$ cat config.mk
export PLATFORM = sky130hd
export DESIGN_NAME = hsl_lock_detect
export DESIGN_NICKNAME = d
export VERILOG_FILES = /design/src/rtl/hsl_pkg.sv /design/src/rtl/hsl_tick_gen.sv /design/src/rtl/hsl_period_meter.sv /design/src/rtl/hsl_lock_qual.sv /design/src/rtl/hsl_lock_detect.sv
export SDC_FILE = /design/constraint.sdc
export NUM_CORES = 1
export LEC_CHECK = 0
export CAP_MARGIN = 5
export CORE_ASPECT_RATIO = 0.7
export CORE_UTILIZATION = 55
export DETAILED_ROUTE_END_ITERATION = 8
export DONT_BUFFER_PORTS = 1
export GPL_TIMING_DRIVEN = 1
export PLACE_DENSITY_LB_ADDON = 0.2
export SETUP_SLACK_MARGIN = 0.5
export SLEW_MARGIN = 20
export SYNTH_ARGS = -nofsm -noshare
export SYNTH_HDL_FRONTEND = slang
export SYNTH_SLANG_ARGS = --single-unit
$ cat constraint.sdc
create_clock -name clk_i -period 12.6 [get_ports clk_i]
set_input_delay 0.63 -clock clk_i [delete_from_list [all_inputs] [get_ports clk_i]]
set_output_delay 0.63 -clock clk_i [all_outputs]
set_load 0.005 [all_outputs]
$ cat src/rtl/hsl_pkg.sv
package hsl_pkg;

   // Right-shift amount applied to the previous period for a tolerance code.
   function automatic int unsigned tol_shift(input int unsigned base, input int unsigned code);
      return base - code;
   endfunction

   // Saturating increment helper width selector.
   function automatic int unsigned max_int(input int unsigned a, input int unsigned b);
      return (a > b) ? a : b;
   endfunction

endpackage

$ cat src/rtl/hsl_tick_gen.sv
module hsl_tick_gen #(
   parameter int unsigned TICK_DIV = 500
) (
   input  logic clk_i,
   input  logic rst_n_i,
   output logic tick_o
);

   if (TICK_DIV < 1) begin : g_bad_div
      $error("hsl_tick_gen: TICK_DIV must be at least 1");
   end

   if (TICK_DIV == 1) begin : g_every_clk
      // Every clock is a tick once reset is released.
      assign tick_o = rst_n_i;
   end else begin : g_divider
      localparam int unsigned DW = $clog2(TICK_DIV);
      localparam logic [DW-1:0] LAST = DW'(TICK_DIV - 1);

      logic [DW-1:0] div_q;

      always_ff @(posedge clk_i or negedge rst_n_i) begin
         if (!rst_n_i)          div_q <= '0;
         else if (div_q == LAST) div_q <= '0;
         else                   div_q <= div_q + 1'b1;
      end

      assign tick_o = (div_q == LAST);

      a_r1_tick_periodic: assert property (@(posedge clk_i) disable iff (!rst_n_i)
         tick_o |=> !tick_o);
   end

endmodule

$ cat src/rtl/hsl_period_meter.sv
module hsl_period_meter #(
   parameter int unsigned CNT_W = 16
) (
   input  logic             clk_i,
   input  logic             rst_n_i,
   input  logic             clear_i,
   input  logic             tick_i,
   input  logic             hall_i,
   output logic             per_valid_o,
   output logic [CNT_W-1:0] per_o
);

   if (CNT_W < 2) begin : g_bad_w
      $error("hsl_period_meter: CNT_W must be at least 2");
   end

   localparam logic [CNT_W-1:0] CNT_MAX = '1;

   logic             hall_q;
   logic             armed_q;
   logic [CNT_W-1:0] cnt_q;
   logic [CNT_W-1:0] cnt_inc;
   logic             rise;

   assign rise    = hall_i & ~hall_q;
   assign cnt_inc = (cnt_q == CNT_MAX) ? CNT_MAX : (cnt_q + CNT_W'(tick_i));

   always_ff @(posedge clk_i or negedge rst_n_i) begin
      if (!rst_n_i) hall_q <= 1'b0;
      else          hall_q <= hall_i;
   end

   always_ff @(posedge clk_i or negedge rst_n_i) begin
      if (!rst_n_i) begin
         armed_q     <= 1'b0;
         cnt_q       <= '0;
         per_valid_o <= 1'b0;
         per_o       <= '0;
      end else if (clear_i) begin
         armed_q     <= 1'b0;
         cnt_q       <= '0;
         per_valid_o <= 1'b0;
      end else if (rise) begin
         armed_q     <= 1'b1;
         cnt_q       <= '0;
         per_valid_o <= armed_q;
         if (armed_q) per_o <= cnt_inc;
      end else begin
         cnt_q       <= cnt_inc;
         per_valid_o <= 1'b0;
      end
   end

   a_r2_count_saturates: assert property (@(posedge clk_i) disable iff (!rst_n_i)
      (cnt_q == CNT_MAX && !rise && !clear_i) |=> (cnt_q == CNT_MAX));

   a_r1_period_on_edge: assert property (@(posedge clk_i) disable iff (!rst_n_i)
      per_valid_o |-> $past(rise));

   a_r9_no_period_after_clear: assert property (@(posedge clk_i) disable iff (!rst_n_i)
      clear_i |=> !per_valid_o);

endmodule

$ cat src/rtl/hsl_lock_qual.sv
module hsl_lock_qual
   import hsl_pkg::*;
#(
   parameter int unsigned CNT_W     = 16,
   parameter int unsigned LIM_W     = 8,
   parameter int unsigned LIM_SHIFT = 8,
   parameter int unsigned TOL_W     = 3,
   parameter int unsigned TOL_BASE  = 9,
   parameter int unsigned REV_W     = 8
) (
   input  logic             clk_i,
   input  logic             rst_n_i,
   input  logic             clear_i,
   input  logic             per_valid_i,
   input  logic [CNT_W-1:0] per_i,
   input  logic [LIM_W-1:0] limit_i,
   input  logic [TOL_W-1:0] tol_i,
   input  logic [REV_W-1:0] revs_i,
   output logic             locked_o,
   output logic [CNT_W-1:0] last_per_o
);

   if (TOL_BASE < (2**TOL_W) - 1) begin : g_bad_base
      $error("hsl_lock_qual: TOL_BASE must cover every tolerance code");
   end
   if (LIM_SHIFT < 1) begin : g_bad_shift
      $error("hsl_lock_qual: LIM_SHIFT must be at least 1");
   end

   localparam int unsigned CMP_W = max_int(CNT_W, LIM_W + LIM_SHIFT);
   localparam int unsigned SH_W  = $clog2(TOL_BASE + 1);
   localparam int unsigned RUN_W = REV_W + 1;
   localparam logic [RUN_W-1:0] RUN_MAX = '1;

   logic             have_prev_q;
   logic [RUN_W-1:0] run_q;
   logic [RUN_W-1:0] run_nxt;
   logic [CMP_W-1:0] lim_ticks;
   logic [CNT_W-1:0] diff;
   logic [CNT_W-1:0] allow;
   logic [SH_W-1:0]  shamt;
   logic             speed_ok;
   logic             tol_ok;
   logic             qual;

   assign lim_ticks = CMP_W'(limit_i) << LIM_SHIFT;
   assign speed_ok  = CMP_W'(per_i) < lim_ticks;

   assign diff  = (per_i > last_per_o) ? (per_i - last_per_o) : (last_per_o - per_i);
   assign shamt = SH_W'(tol_shift(TOL_BASE, 32'(tol_i)));
   assign allow = last_per_o >> shamt;
   assign tol_ok = (diff <= allow);

   assign qual    = speed_ok & tol_ok & have_prev_q;
   assign run_nxt = (run_q == RUN_MAX) ? RUN_MAX : (run_q + 1'b1);

   always_ff @(posedge clk_i or negedge rst_n_i) begin
      if (!rst_n_i) begin
         have_prev_q <= 1'b0;
         last_per_o  <= '0;
         run_q       <= '0;
         locked_o    <= 1'b0;
      end else if (clear_i) begin
         have_prev_q <= 1'b0;
         last_per_o  <= '0;
         run_q       <= '0;
         locked_o    <= 1'b0;
      end else if (per_valid_i) begin
         have_prev_q <= 1'b1;
         last_per_o  <= per_i;
         if (qual) begin
            run_q    <= run_nxt;
            locked_o <= locked_o | (run_nxt > {1'b0, revs_i});
         end else begin
            run_q    <= '0;
            locked_o <= 1'b0;
         end
      end
   end

   a_r3_slow_period_drops: assert property (@(posedge clk_i) disable iff (!rst_n_i)
      (per_valid_i && !speed_ok) |=> !locked_o);

   a_r4_drift_drops: assert property (@(posedge clk_i) disable iff (!rst_n_i)
      (per_valid_i && have_prev_q && !tol_ok) |=> !locked_o);

   a_r5_sets_on_period: assert property (@(posedge clk_i) disable iff (!rst_n_i)
      $rose(locked_o) |-> $past(per_valid_i));

   a_r5_run_long_enough: assert property (@(posedge clk_i) disable iff (!rst_n_i)
      $rose(locked_o) |-> (run_q > {1'b0, revs_i}));

endmodule

$ cat src/rtl/hsl_lock_detect.sv
module hsl_lock_detect #(
   parameter int unsigned TICK_DIV  = 500,
   parameter int unsigned CNT_W     = 16,
   parameter int unsigned LIM_W     = 8,
   parameter int unsigned LIM_SHIFT = 8,
   parameter int unsigned TOL_W     = 3,
   parameter int unsigned TOL_BASE  = 9,
   parameter int unsigned REV_W     = 8
) (
   input  logic             clk_i,
   input  logic             rst_n_i,
   input  logic             enable_i,
   input  logic             brake_i,
   input  logic             hall_u_i,
   input  logic [LIM_W-1:0] min_spd_i,
   input  logic [TOL_W-1:0] tol_code_i,
   input  logic [REV_W-1:0] stable_revs_i,
   input  logic             integ_sat_i,
   input  logic             pwm_mode_i,
   input  logic             basic_i,
   output logic             lock_o,
   output logic             lock_n_o,
   output logic             single_hall_o,
   output logic [CNT_W-1:0] period_o
);

   logic             clear;
   logic             tick;
   logic             per_valid;
   logic [CNT_W-1:0] per;
   logic             locked;
   logic             lock_nxt;

   assign clear = ~enable_i | brake_i;

   hsl_tick_gen #(.TICK_DIV(TICK_DIV)) u_tick (
      .clk_i   (clk_i),
      .rst_n_i (rst_n_i),
      .tick_o  (tick)
   );

   hsl_period_meter #(.CNT_W(CNT_W)) u_meter (
      .clk_i       (clk_i),
      .rst_n_i     (rst_n_i),
      .clear_i     (clear),
      .tick_i      (tick),
      .hall_i      (hall_u_i),
      .per_valid_o (per_valid),
      .per_o       (per)
   );

   hsl_lock_qual #(
      .CNT_W     (CNT_W),
      .LIM_W     (LIM_W),
      .LIM_SHIFT (LIM_SHIFT),
      .TOL_W     (TOL_W),
      .TOL_BASE  (TOL_BASE),
      .REV_W     (REV_W)
   ) u_qual (
      .clk_i       (clk_i),
      .rst_n_i     (rst_n_i),
      .clear_i     (clear),
      .per_valid_i (per_valid),
      .per_i       (per),
      .limit_i     (min_spd_i),
      .tol_i       (tol_code_i),
      .revs_i      (stable_revs_i),
      .locked_o    (locked),
      .last_per_o  (period_o)
   );

   assign lock_nxt = locked & ~clear & ~(integ_sat_i & ~pwm_mode_i);

   always_ff @(posedge clk_i or negedge rst_n_i) begin
      if (!rst_n_i) begin
         lock_o        <= 1'b0;
         lock_n_o      <= 1'b1;
         single_hall_o <= 1'b0;
      end else begin
         lock_o        <= lock_nxt;
         lock_n_o      <= ~lock_nxt;
         single_hall_o <= lock_nxt & ~basic_i;
      end
   end

   a_r6_integ_veto: assert property (@(posedge clk_i) disable iff (!rst_n_i)
      (integ_sat_i && !pwm_mode_i) |=> !lock_o);

   a_r7_basic_blocks: assert property (@(posedge clk_i) disable iff (!rst_n_i)
      basic_i |=> !single_hall_o);

   a_r7_select_needs_lock: assert property (@(posedge clk_i) disable iff (!rst_n_i)
      single_hall_o |-> lock_o);

   a_r8_pin_inverse: assert property (@(posedge clk_i) disable iff (!rst_n_i)
      lock_n_o == !lock_o);

   a_r9_clear_drops: assert property (@(posedge clk_i) disable iff (!rst_n_i)
      clear |=> (!lock_o && period_o == '0));

endmodule

* After elaboration in Yosys (flattened, before gate mapping)
Cells that the tools add are included.
Operators by class: multiplexer cells 20, add/sub/neg operators 6, reduce and logical (&&, ||, !) cells 3, bitwise gates (word level) 16, equal/unequal tests 3, multipliers 0, shift operators 1, $lt $le $gt $ge 4, div/mod/pow operators 0
Operators by type and width (count):
- 2-to-1 mux 16 bit | 6
- 2-to-1 mux 9 bit | 5
- subtractor 16 bit | 2
- adder 9 x 1 -> 9 bit (second input constant) | 2
- == test 9 bit (second input constant) | 2
- adder 16 x 1 -> 16 bit | 1
- == test 16 bit (second input constant) | 1
- > comparator 16 bit | 1
- <= comparator 16 bit | 1
- < comparator 16 bit | 1
- >> shifter 16 x 4 -> 16 bit | 1
- > comparator 9 x 8 -> 1 bit | 1
- 2-to-1 mux 1 bit | 9
- AND 1 bit | 7
- NOT 1 bit | 7
- nonzero test 2 bit | 2
- subtractor 4 x 3 -> 4 bit (first input constant) | 1
- AND reduction 3 bit | 1
- bitwise OR 1 bit | 2
Word-level totals: bits in read-only memories 0, logic and storage cells 66, memories kept 0, bits of input ports 27, memory bits (writable) 0, bits in registers 74, output and inout port bits 19, bits in latches 0

* Logic depth before layout (Yosys ltp)
Gate-level depths: netlist of the first run.
depth in word-level cells 8, mapped depth 23, mapped depth without buffers 21

* Hierarchy
Synthesis of the first run repeated with hierarchy kept, for this count alone.
Second synthesis, totals: cells, all modules 719, area total of the unflattened synthesis 6297.3 um^2
By module, submodules not included:
- hsl_lock_qual | seq. area each 675.6 um^2, times used 1, area an instance 4172.8 um^2, cells an instance 514
- hsl_period_meter | seq. area each 875.8 um^2, times used 1, area an instance 1520.2 um^2, cells an instance 147
- hsl_tick_gen | seq. area each 225.2 um^2, times used 1, area an instance 490.5 um^2, cells an instance 50
- hsl_lock_detect | seq. area each 76.3 um^2, times used 1, area an instance 113.9 um^2, cells an instance 8

* Worst setup path before layout of the first run
Ideal clock, no wire load.
path kind register to register, start register u_meter.per_o[0], end register u_qual.run_q[8], setup slack 8382 ps, data required time 12469 ps, stages on the path, launching flop included 23, data arrival time 4087 ps, setup time 131 ps, period minus slack after synthesis 4218 ps, buffers on the path 1, cell sequence dfrtp_1 inv_1 ha_1 inv_1 fa_1 a211oi_1 o21ai_1 nand4_2 a21oi_4 a211o_1 and3_1 a2111oi_2 o21ai_1 xor2_1 ha_1 nand4_1 or2_2 a21oi_1 o32ai_1 o211ai_1 clkbuf_1 nor2b_1 o22ai_1
Between the ends: cells in the longest elaborated chain, start to end 8, elaborated cells on any way between the ends 11, those cells by class 2 x add/sub; 3 x order compare; 4 x mux; 2 x bitwise
Ends and longest elaborated chain:
- start, declared | RTL line hsl_period_meter.sv:10 | output logic [CNT_W-1:0] per_o
- start signal, assigned | RTL line hsl_period_meter.sv:47 | if (armed_q) per_o <= cnt_inc;
- subtractor 16 bit or > comparator 16 bit (tied branches) | RTL line hsl_lock_qual.sv:49 | assign diff = (per_i > last_per_o) ? (per_i - last_per_o) : (last_per_o - per_i);
- 2-to-1 mux 16 bit | RTL line hsl_lock_qual.sv:49
- <= comparator 16 bit | RTL line hsl_lock_qual.sv:52 | assign tol_ok = (diff <= allow);
- AND 1 bit (*) (2 in a row) | RTL line hsl_lock_qual.sv:54 | assign qual = speed_ok & tol_ok & have_prev_q;
- 2-to-1 mux 9 bit (*) | RTL line hsl_lock_qual.sv:71 | if (qual) begin
- 2-to-1 mux 9 bit (*) | RTL line hsl_lock_qual.sv:68 | end else if (per_valid_i) begin
- 2-to-1 mux 9 bit (*) | RTL line hsl_lock_qual.sv:63 | end else if (clear_i) begin
- end signal, assigned | RTL line hsl_lock_qual.sv:72 | run_q <= run_nxt;
- end, declared | RTL line hsl_lock_qual.sv:36 | logic [RUN_W-1:0] run_q;
Mark *: on every way between the ends. The rest lies on a longest branch, timed or not. The select of a mux whose other input is x is not followed. A chain may end at the register's enable or synchronous reset.

* Worst setup path in the final report of the first run
start register u_qual.last_per_o[12], end register u_qual.locked_o
Between the ends: cells in the longest elaborated chain, start to end 8, elaborated cells on any way between the ends 11, those cells by class 2 x add/sub; 2 x order compare; 1 x shift; 4 x mux; 2 x bitwise
Ends and longest elaborated chain:
- start, declared | RTL line hsl_lock_qual.sv:20 | output logic [CNT_W-1:0] last_per_o
- start signal, assigned | RTL line hsl_lock_qual.sv:70 | last_per_o <= per_i;
- subtractor 16 bit or > comparator 16 bit (tied branches) | RTL line hsl_lock_qual.sv:49
- 2-to-1 mux 16 bit | RTL line hsl_lock_qual.sv:49
- <= comparator 16 bit (*) | RTL line hsl_lock_qual.sv:52
- AND 1 bit (*) (2 in a row) | RTL line hsl_lock_qual.sv:54
- 2-to-1 mux 1 bit (*) | RTL line hsl_lock_qual.sv:71
- 2-to-1 mux 1 bit (*) | RTL line hsl_lock_qual.sv:68
- 2-to-1 mux 1 bit (*) | RTL line hsl_lock_qual.sv:63
- end signal, assigned | RTL line hsl_lock_qual.sv:73 | locked_o <= locked_o | (run_nxt > {1'b0, revs_i});
- end, declared | RTL line hsl_lock_qual.sv:19 | output logic locked_o,
Marks and branches as above.

==> results.sh, run 1 <==
export IMPL_status="finished, final reports clean"
export IMPL_grt_pass1_wl_um=23800
export IMPL_post_place_ws_ns=7.37
export IMPL_p_leak_nw=2.91
export IMPL_drt_wl_total_um=14800
export IMPL_rsz0062_at_grt="no"
export IMPL_grt_max_degree=74
export IMPL_final_net_count=780
export IMPL_synth_distinct_cells=59
export IMPL_synthSimpleGateAreaFrac_pct=16.8
export IMPL_crit_buf_inv=2
export IMPL_syn_inst=702
export IMPL_wl_per_cell_um=17.6
export IMPL_area_growth_pct=6.27
export IMPL_power_density_nw_per_um2=82.9
export IMPL_drt_pass1_iterations=5
export IMPL_crit_arrival_ns=5.60
export IMPL_coreArea_um2=10500
export IMPL_synth_compound_gate_area_share_pct=18.1
export IMPL_r2r_cells=18
export IMPL_grt_pass1_vias=4625
export IMPL_max_slew_margin_pct=30.2
export IMPL_synth_cell_area_um2=6030
export IMPL_h_tree_depth=3
export IMPL_fp_dieArea_um2=11400
export IMPL_timing_rr_start="u_qual.last_per_o[12]$_DFFE_PN0P_"
export IMPL_cts_tree="done"
export IMPL_synthXorXnorAreaFrac_pct=4.36
export IMPL_vdd_ir_drop_max_mv=0.0825
export IMPL_slowest_delay_ns=0.71
export IMPL_cts_hold_fix_buffers=1
export IMPL_slowest_stage="a21oi_4"
export IMPL_regToRegEndpoint="u_qual.locked_o$_DFFE_PN0P_"
export IMPL_ys_ff_latch=74
export IMPL_fin_crit_ns=5.37
export IMPL_synthFlopType="dfrtp_1"
export IMPL_dp_hpwl_um=11400
export IMPL_fmax_ghz=0.186
export IMPL_period_share_pct=42.6
export IMPL_synth_seq_area_share_pct=30.7
export IMPL_avgSynthCellArea_um2=8.59
export IMPL_synth_edf_count=0
export IMPL_skew_ns=0.00973
export IMPL_worst_pin_slew_ns=1.04
export IMPL_syn_nets=798
export IMPL_fin_setup_tns_ns=0
export IMPL_place_gp_congestion=0.883
export IMPL_maxCapViolCount=0
export IMPL_vias_per_cell=5.86
export IMPL_r2r_slack_ns=7.23
export IMPL_cts_root_buf="clkbuf_16"
export IMPL_clock_latency_ns=0.33
export IMPL_route_detailed_drc=0
export IMPL_startpoint_type="register"
export IMPL_setup_viol=0
export IMPL_antenna_found_initial=0
export IMPL_post_route_cells_drive_above_1_share_pct=6.68
export IMPL_antenna_left=0
export IMPL_synth_adder_area_share_pct=14.6
export IMPL_final_cells=837
export IMPL_start_util_pct=57.3
export IMPL_crit_fanout=28
export IMPL_async_flop_share_pct=100
export IMPL_cp_top_family="compound AO/OA/AOI/OAI gates"
export IMPL_slew_violations=0
export IMPL_fin_ws_ns=7.23
export IMPL_post_cts_resized=0
export IMPL_final_core_util_pct=60.9
export IMPL_portBuffers=0
export IMPL_clock_sinks=74
export IMPL_grt_ovfl_total=0
export IMPL_path_cells="inv_1 > ha_1 > nand4_1 > inv_1 > nand4_2 > a21oi_4 > mux2_4 > o32ai_1 > a2111oi_2 > o21ai_1 > xor2_1 > ha_1 > nand4_1 > or2_2 > o32ai_1 > o211ai_1 > nor2b_1 > o22ai_1"
export IMPL_synthMuxAreaShare_pct=9.28
export IMPL_dp_cells=820
export IMPL_drt_iter0_markers=282
export IMPL_cts_path_max_buffers=2
export IMPL_cts_buffers=9
export IMPL_hold_path_class="in2async"
export IMPL_dieWidth_um=127
export IMPL_n_antenna_cell=0
export IMPL_yosysWarnings=0
export IMPL_rows=31
export IMPL_hold_violations=0
export IMPL_track_usage_pct=27.2
export IMPL_cts_setup_buffers=0
export IMPL_pin_count=46
export IMPL_path_class="reg2reg"
export IMPL_fp_dieH_um=89.6
export IMPL_end_kind="register"
export IMPL_path_clk_slew_ns=0.06
export IMPL_vias=4908
export IMPL_synth_top_family_by_area="compound AO/OA/AOI/OAI gates"
export IMPL_cp_required_ns=12.84
cell families (layout without fill, tap and decap cells):
group	count (synthesis)	count (layout)
xor+xnor	30	30
simple gates	211	211
compound gates	175	175
buf+inv	93	80
fa+ha+maj	69	69
mux	50	50
flops	74	74
metrics by stage:
step | area [um2] | total power [W] | hold WS, ns
after global placement | 6080 | 0.000273 | 0.336
final | 6400 | 0.000531 | 0.134
after CTS | 6400 | 0.000534 | 0.127
after floorplan | 6030 | 0.000270 | 0.334
after detailed placement | 6080 | 0.000274 | 0.335
after global routing | 6400 | 0.000550 | 0.120
cell usage after synthesis, drive strengths merged (8+ instances only):
master	count	area, um2
nand2b	8	50.1
o21ai	63	319
and2	12	76.3
dfrtp	73	1830
o21bai	9	67.6
buf	12	63.8
nor2b	11	68.8
nand2	61	229
mux2i	36	360
a21oi	49	268
and3	11	68.8
ha	67	838
nor2	61	229
a21o	16	120
nand3	18	90.1
inv	62	233
o21a	8	60.1
mux2	11	131
xor2	15	131
xnor2	15	131
nand4	14	93.8
clkbuf	19	72.6
report_power, final:
part | switching [W] | internal, W | leakage (nW)
clock | 0.000102 | 0.000154 | 0.143
sequential | 0.000000212 | 0.000238 | 1.01
combinational | 0.0000229 | 0.0000143 | 1.75
total | 0.000125 | 0.000406 | 2.91
layer usage:
| metal | track usage (%) | wire (um) | vias to the layer above |
|---|---|---|---|
| met3 | 4.74 | 738 | 15 |
| li1 | - | - | 2424 |
| met1 | 41.6 | 7890 | 2350 |
| met4 | 4.33 | 108 | 0 |
| met5 | 0 | 0 | - |
| met2 | 40.8 | 6020 | 119 |
registers in the layout, summed over array words and instances (netlist names):
register and flops:
u_qual.run_q 9, u_meter.armed_q 1, lock_n_o 1, u_qual.have_prev_q 1, u_qual.locked_o 1, u_meter.per_valid_o 1
u_meter.cnt_q 16, u_qual.last_per_o 16, u_meter.hall_q 1, u_tick.g_divider.div_q 9, u_meter.per_o 16, single_hall_o 1
lock_o 1
layout make-up:
type                            count  area [um2]
Fill cell                         950        4110
Multi-Input combinational cell    535        3800
Sequential cell                    74        1850
Inverter                           62         233
Clock buffer                       10         229
Tap cell                          148         185
Clock inverter                      6        65.1
Timing Repair Buffer                2        35.0
worst register-to-register path: cells and delay by family, from the launching register on:
kind	cells	cell delay, ns
simple gates	5	1.03
fa+ha+maj	2	0.81
xor+xnor	1	0.16
mux	1	0.30
flops	1	0.49
compound gates	7	2.19
buf+inv	2	0.27
cell usage in the layout (no fill, tap or decap), types with 3 or more instances in the layout:
cell	instances
mux4_2	3
a211oi_1	5
nand4_1	13
ha_1	67
and2_1	11
o22ai_1	3
nor2b_1	11
o21ai_0	56
clkbuf_16	9
mux2_2	9
and3_1	11
a21oi_2	3
nand2_1	61
nand3_1	18
mux2i_1	36
a21o_1	16
dfrtp_1	73
nor2_1	61
xnor2_1	15
a21oi_1	45
or3_1	3
o211ai_1	3
o21bai_1	9
nor3_1	4
nand2b_1	8
xor2_1	15
inv_1	62
o21a_1	8
o21ai_1	6
worst max path at each step:
stage / startpoint / endpoint / cells past startpoint
finish: u_qual.last_per_o[12]$_DFFE_PN0P_ / u_qual.locked_o$_DFFE_PN0P_ / 18
global route: u_qual.last_per_o[12]$_DFFE_PN0P_ / u_qual.locked_o$_DFFE_PN0P_ / 18
CTS: u_qual.last_per_o[12]$_DFFE_PN0P_ / u_qual.locked_o$_DFFE_PN0P_ / 18
detailed placement: u_qual.last_per_o[12]$_DFFE_PN0P_ / u_qual.locked_o$_DFFE_PN0P_ / 18
global placement: u_qual.last_per_o[12]$_DFFE_PN0P_ / u_qual.locked_o$_DFFE_PN0P_ / 18
floorplan: u_meter.per_o[0]$_DFFE_PN0P_ / u_qual.run_q[8]$_DFFE_PN0P_ / 22
Note: power is estimated with default switching activity, not from simulation.
==> inputs of run 2 (changes only) <==
==> constraint.sdc (replaced) <==
create_clock -name clk_i -period 4.3 [get_ports clk_i]
set_input_delay 0.215 -clock clk_i [delete_from_list [all_inputs] [get_ports clk_i]]
set_output_delay 0.215 -clock clk_i [all_outputs]
set_load 0.005 [all_outputs]
==> results.sh, run 2 (same netlist as run 1, synthesis figures left out) <==
export IMPL_status="finished, violations left"
export IMPL_violations="negative setup slack"
export IMPL_antenna_found_initial=1
export IMPL_skew_ns=0.00684
export IMPL_use_met3_pct=4.98
export IMPL_drt_pass1_iterations=5
export IMPL_layout_common_cells="72 x dfrtp_1, 63 x ha_1, 61 x nor2_1"
export IMPL_coreArea_um2=10500
export IMPL_dp_cells=858
export IMPL_post_place_ws_ns=-0.129
export IMPL_slowest_delay_ns=0.41
export IMPL_max_slew_margin_pct=35.6
export IMPL_path_cells="inv_2 > ha_4 > inv_2 > fa_2 > a211oi_4 > o21ai_2 > nand4_4 > a21oi_4 > and3_4 > and3_1 > a2111oi_4 > o21ai_1 > xor2_1 > ha_1 > nand4_1 > or2_4 > o32ai_4 > o211ai_1 > buf_4 > nor2b_4 > o22ai_1"
export IMPL_fp_dieH_um=89.6
export IMPL_grt_busiest_layer="met2"
export IMPL_grt_pass1_wl_um=25100
export IMPL_final_common_cell="dfrtp_1"
export IMPL_hold_path_class="in2reg"
export IMPL_grt_ovfl_total=0
export IMPL_fin_crit_ns=4.51
export IMPL_dpl_cell_area_um2=6490
export IMPL_vias=5184
export IMPL_rows=31
export IMPL_slowest_stage="dfrtp_1"
export IMPL_reg_largest_list="u_meter.cnt_q (16), u_meter.per_o (16), u_qual.last_per_o (16)"
export IMPL_pin_count=46
export IMPL_hold_ws_ns=0.0800
export IMPL_h_tree_depth=3
export IMPL_final_net_count=829
export IMPL_dieWidth_um=127
export IMPL_fp_dieArea_um2=11400
export IMPL_drt_iter0_markers=253
export IMPL_portBuffers=0
export IMPL_worst_path_most_repeated_cell="inv_2"
export IMPL_fmax_ghz=0.222
export IMPL_area_growth_pct=16.4
export IMPL_vias_per_cell=5.85
export IMPL_use_met1_pct=41.2
export IMPL_route_detailed_drc=0
export IMPL_grt_max_degree=75
export IMPL_final_cells=886
export IMPL_cts_root_buf="clkbuf_16"
export IMPL_power_w=0.00161
export IMPL_startpoint_type="register"
export IMPL_grt_pass1_vias=5055
export IMPL_setup_viol=10
export IMPL_worst_pin_slew_ns=0.966
export IMPL_track_usage_pct=28.8
export IMPL_hold_violations=0
export IMPL_power_density_nw_per_um2=229
export IMPL_clock_sinks=74
export IMPL_antenna_left=0
export IMPL_cts_tree="done"
export IMPL_cp_required_ns=4.56
export IMPL_fillers=865
export IMPL_cts_buffers=9
export IMPL_rsz0062_at_grt="yes"
export IMPL_crit_fanout=5
export IMPL_p_leak_nw=3.19
export IMPL_dp_hpwl_um=12000
export IMPL_cts_path_max_buffers=2
export IMPL_post_route_cells_drive_above_1_share_pct=16.4
export IMPL_start_util_pct=57.3
export IMPL_wl_per_cell_um=17.8
export IMPL_met2_usage_pct=45.3
export IMPL_drt_wl_total_um=15700
export IMPL_path_clk_slew_ns=0.06
export IMPL_period_share_pct=105
export IMPL_place_gp_congestion=0.919
export IMPL_seqCellArea_um2=1850
export IMPL_crit_arrival_ns=4.77
export IMPL_finalInstanceArea_um2=7020
export IMPL_maxCapViolCount=0
export IMPL_fin_ws_ns=-0.205
export IMPL_vdd_ir_drop_max_mv=0.234
export IMPL_multi_input_area_um2=4040
export IMPL_slew_violations=0
export IMPL_end_kind="register"
export IMPL_n_antenna_cell=0
export IMPL_path_class="reg2reg"
export IMPL_clock_latency_ns=0.34
## run 2: per-layer routing
metal,up-vias,share of wire [%]
li1,2508,-
met1,2513,49
met2,143,44
met3,20,5.4
met4,0,1.6
met5,-,0
## run 2: path summary, 6_finish.rpt
check / to / depth (start not counted) / start / slack, ns
worst min-delay path: lock_n_o$_DFF_PN1_ / 2 / integ_sat_i / 0.08
min in group asynchronous: u_qual.have_prev_q$_DFFE_PN0P_ / 2 / rst_n_i / 0.44
worst max-delay path: u_qual.locked_o$_DFFE_PN0P_ / 21 / u_meter.per_o[0]$_DFFE_PN0P_ / -0.21
max in group asynchronous: lock_n_o$_DFF_PN1_ / 2 / rst_n_i / 3.56
worst min register to register: u_tick.g_divider.div_q[0]$_DFF_PN0_ / 1 / u_tick.g_divider.div_q[0]$_DFF_PN0_ / 0.46
worst max register to register: u_qual.locked_o$_DFFE_PN0P_ / 21 / u_meter.per_o[0]$_DFFE_PN0P_ / -0.21
## run 2: worst max-delay path, delay by kind of cell, from the launching register on
kind,cells,cell delay [ns]
fa+ha+maj,3,0.83
compound gates,8,1.57
flops,1,0.41
buf+inv,3,0.33
xor+xnor,1,0.15
simple gates,6,1.12
## run 2: cell type report
class	instances	share of cell area, %
Inverter	62	3.32
Tap cell	148	2.64
Clock inverter	5	0.874
Sequential cell	74	26.4
Multi-Input combinational cell	536	57.5
Clock buffer	11	3.46
Timing Repair Buffer	50	5.76
## run 2: metrics by stage
step | util [%] | setup TNS, ns
floorplan | - | 0
global placement | 61.8 | -0.0170
detailed placement | 61.8 | -0.344
CTS | 65.7 | -0.0343
global route | 66.8 | -2.44
finish | 66.8 | -1.46
## run 2: repair_timing
action | 4_1_cts | 5_1_grt
gates resized for setup | 5 | 15
endpoints found under the hold margin | 76 | 0
setup endpoints to repair | 10 | 10
pin swaps | 3 | 18
gates cloned | 1 | 1
setup buffers | 2 | 4
hold buffers | 4 | 0
## run 2: power by group
part | total, W | internal, W | switching, W
sequential | 0.000698 | 0.000697 | 0.000000793
clock | 0.000779 | 0.000470 | 0.000309
combinational | 0.000128 | 0.0000521 | 0.0000761
total | 0.00161 | 0.00122 | 0.000386
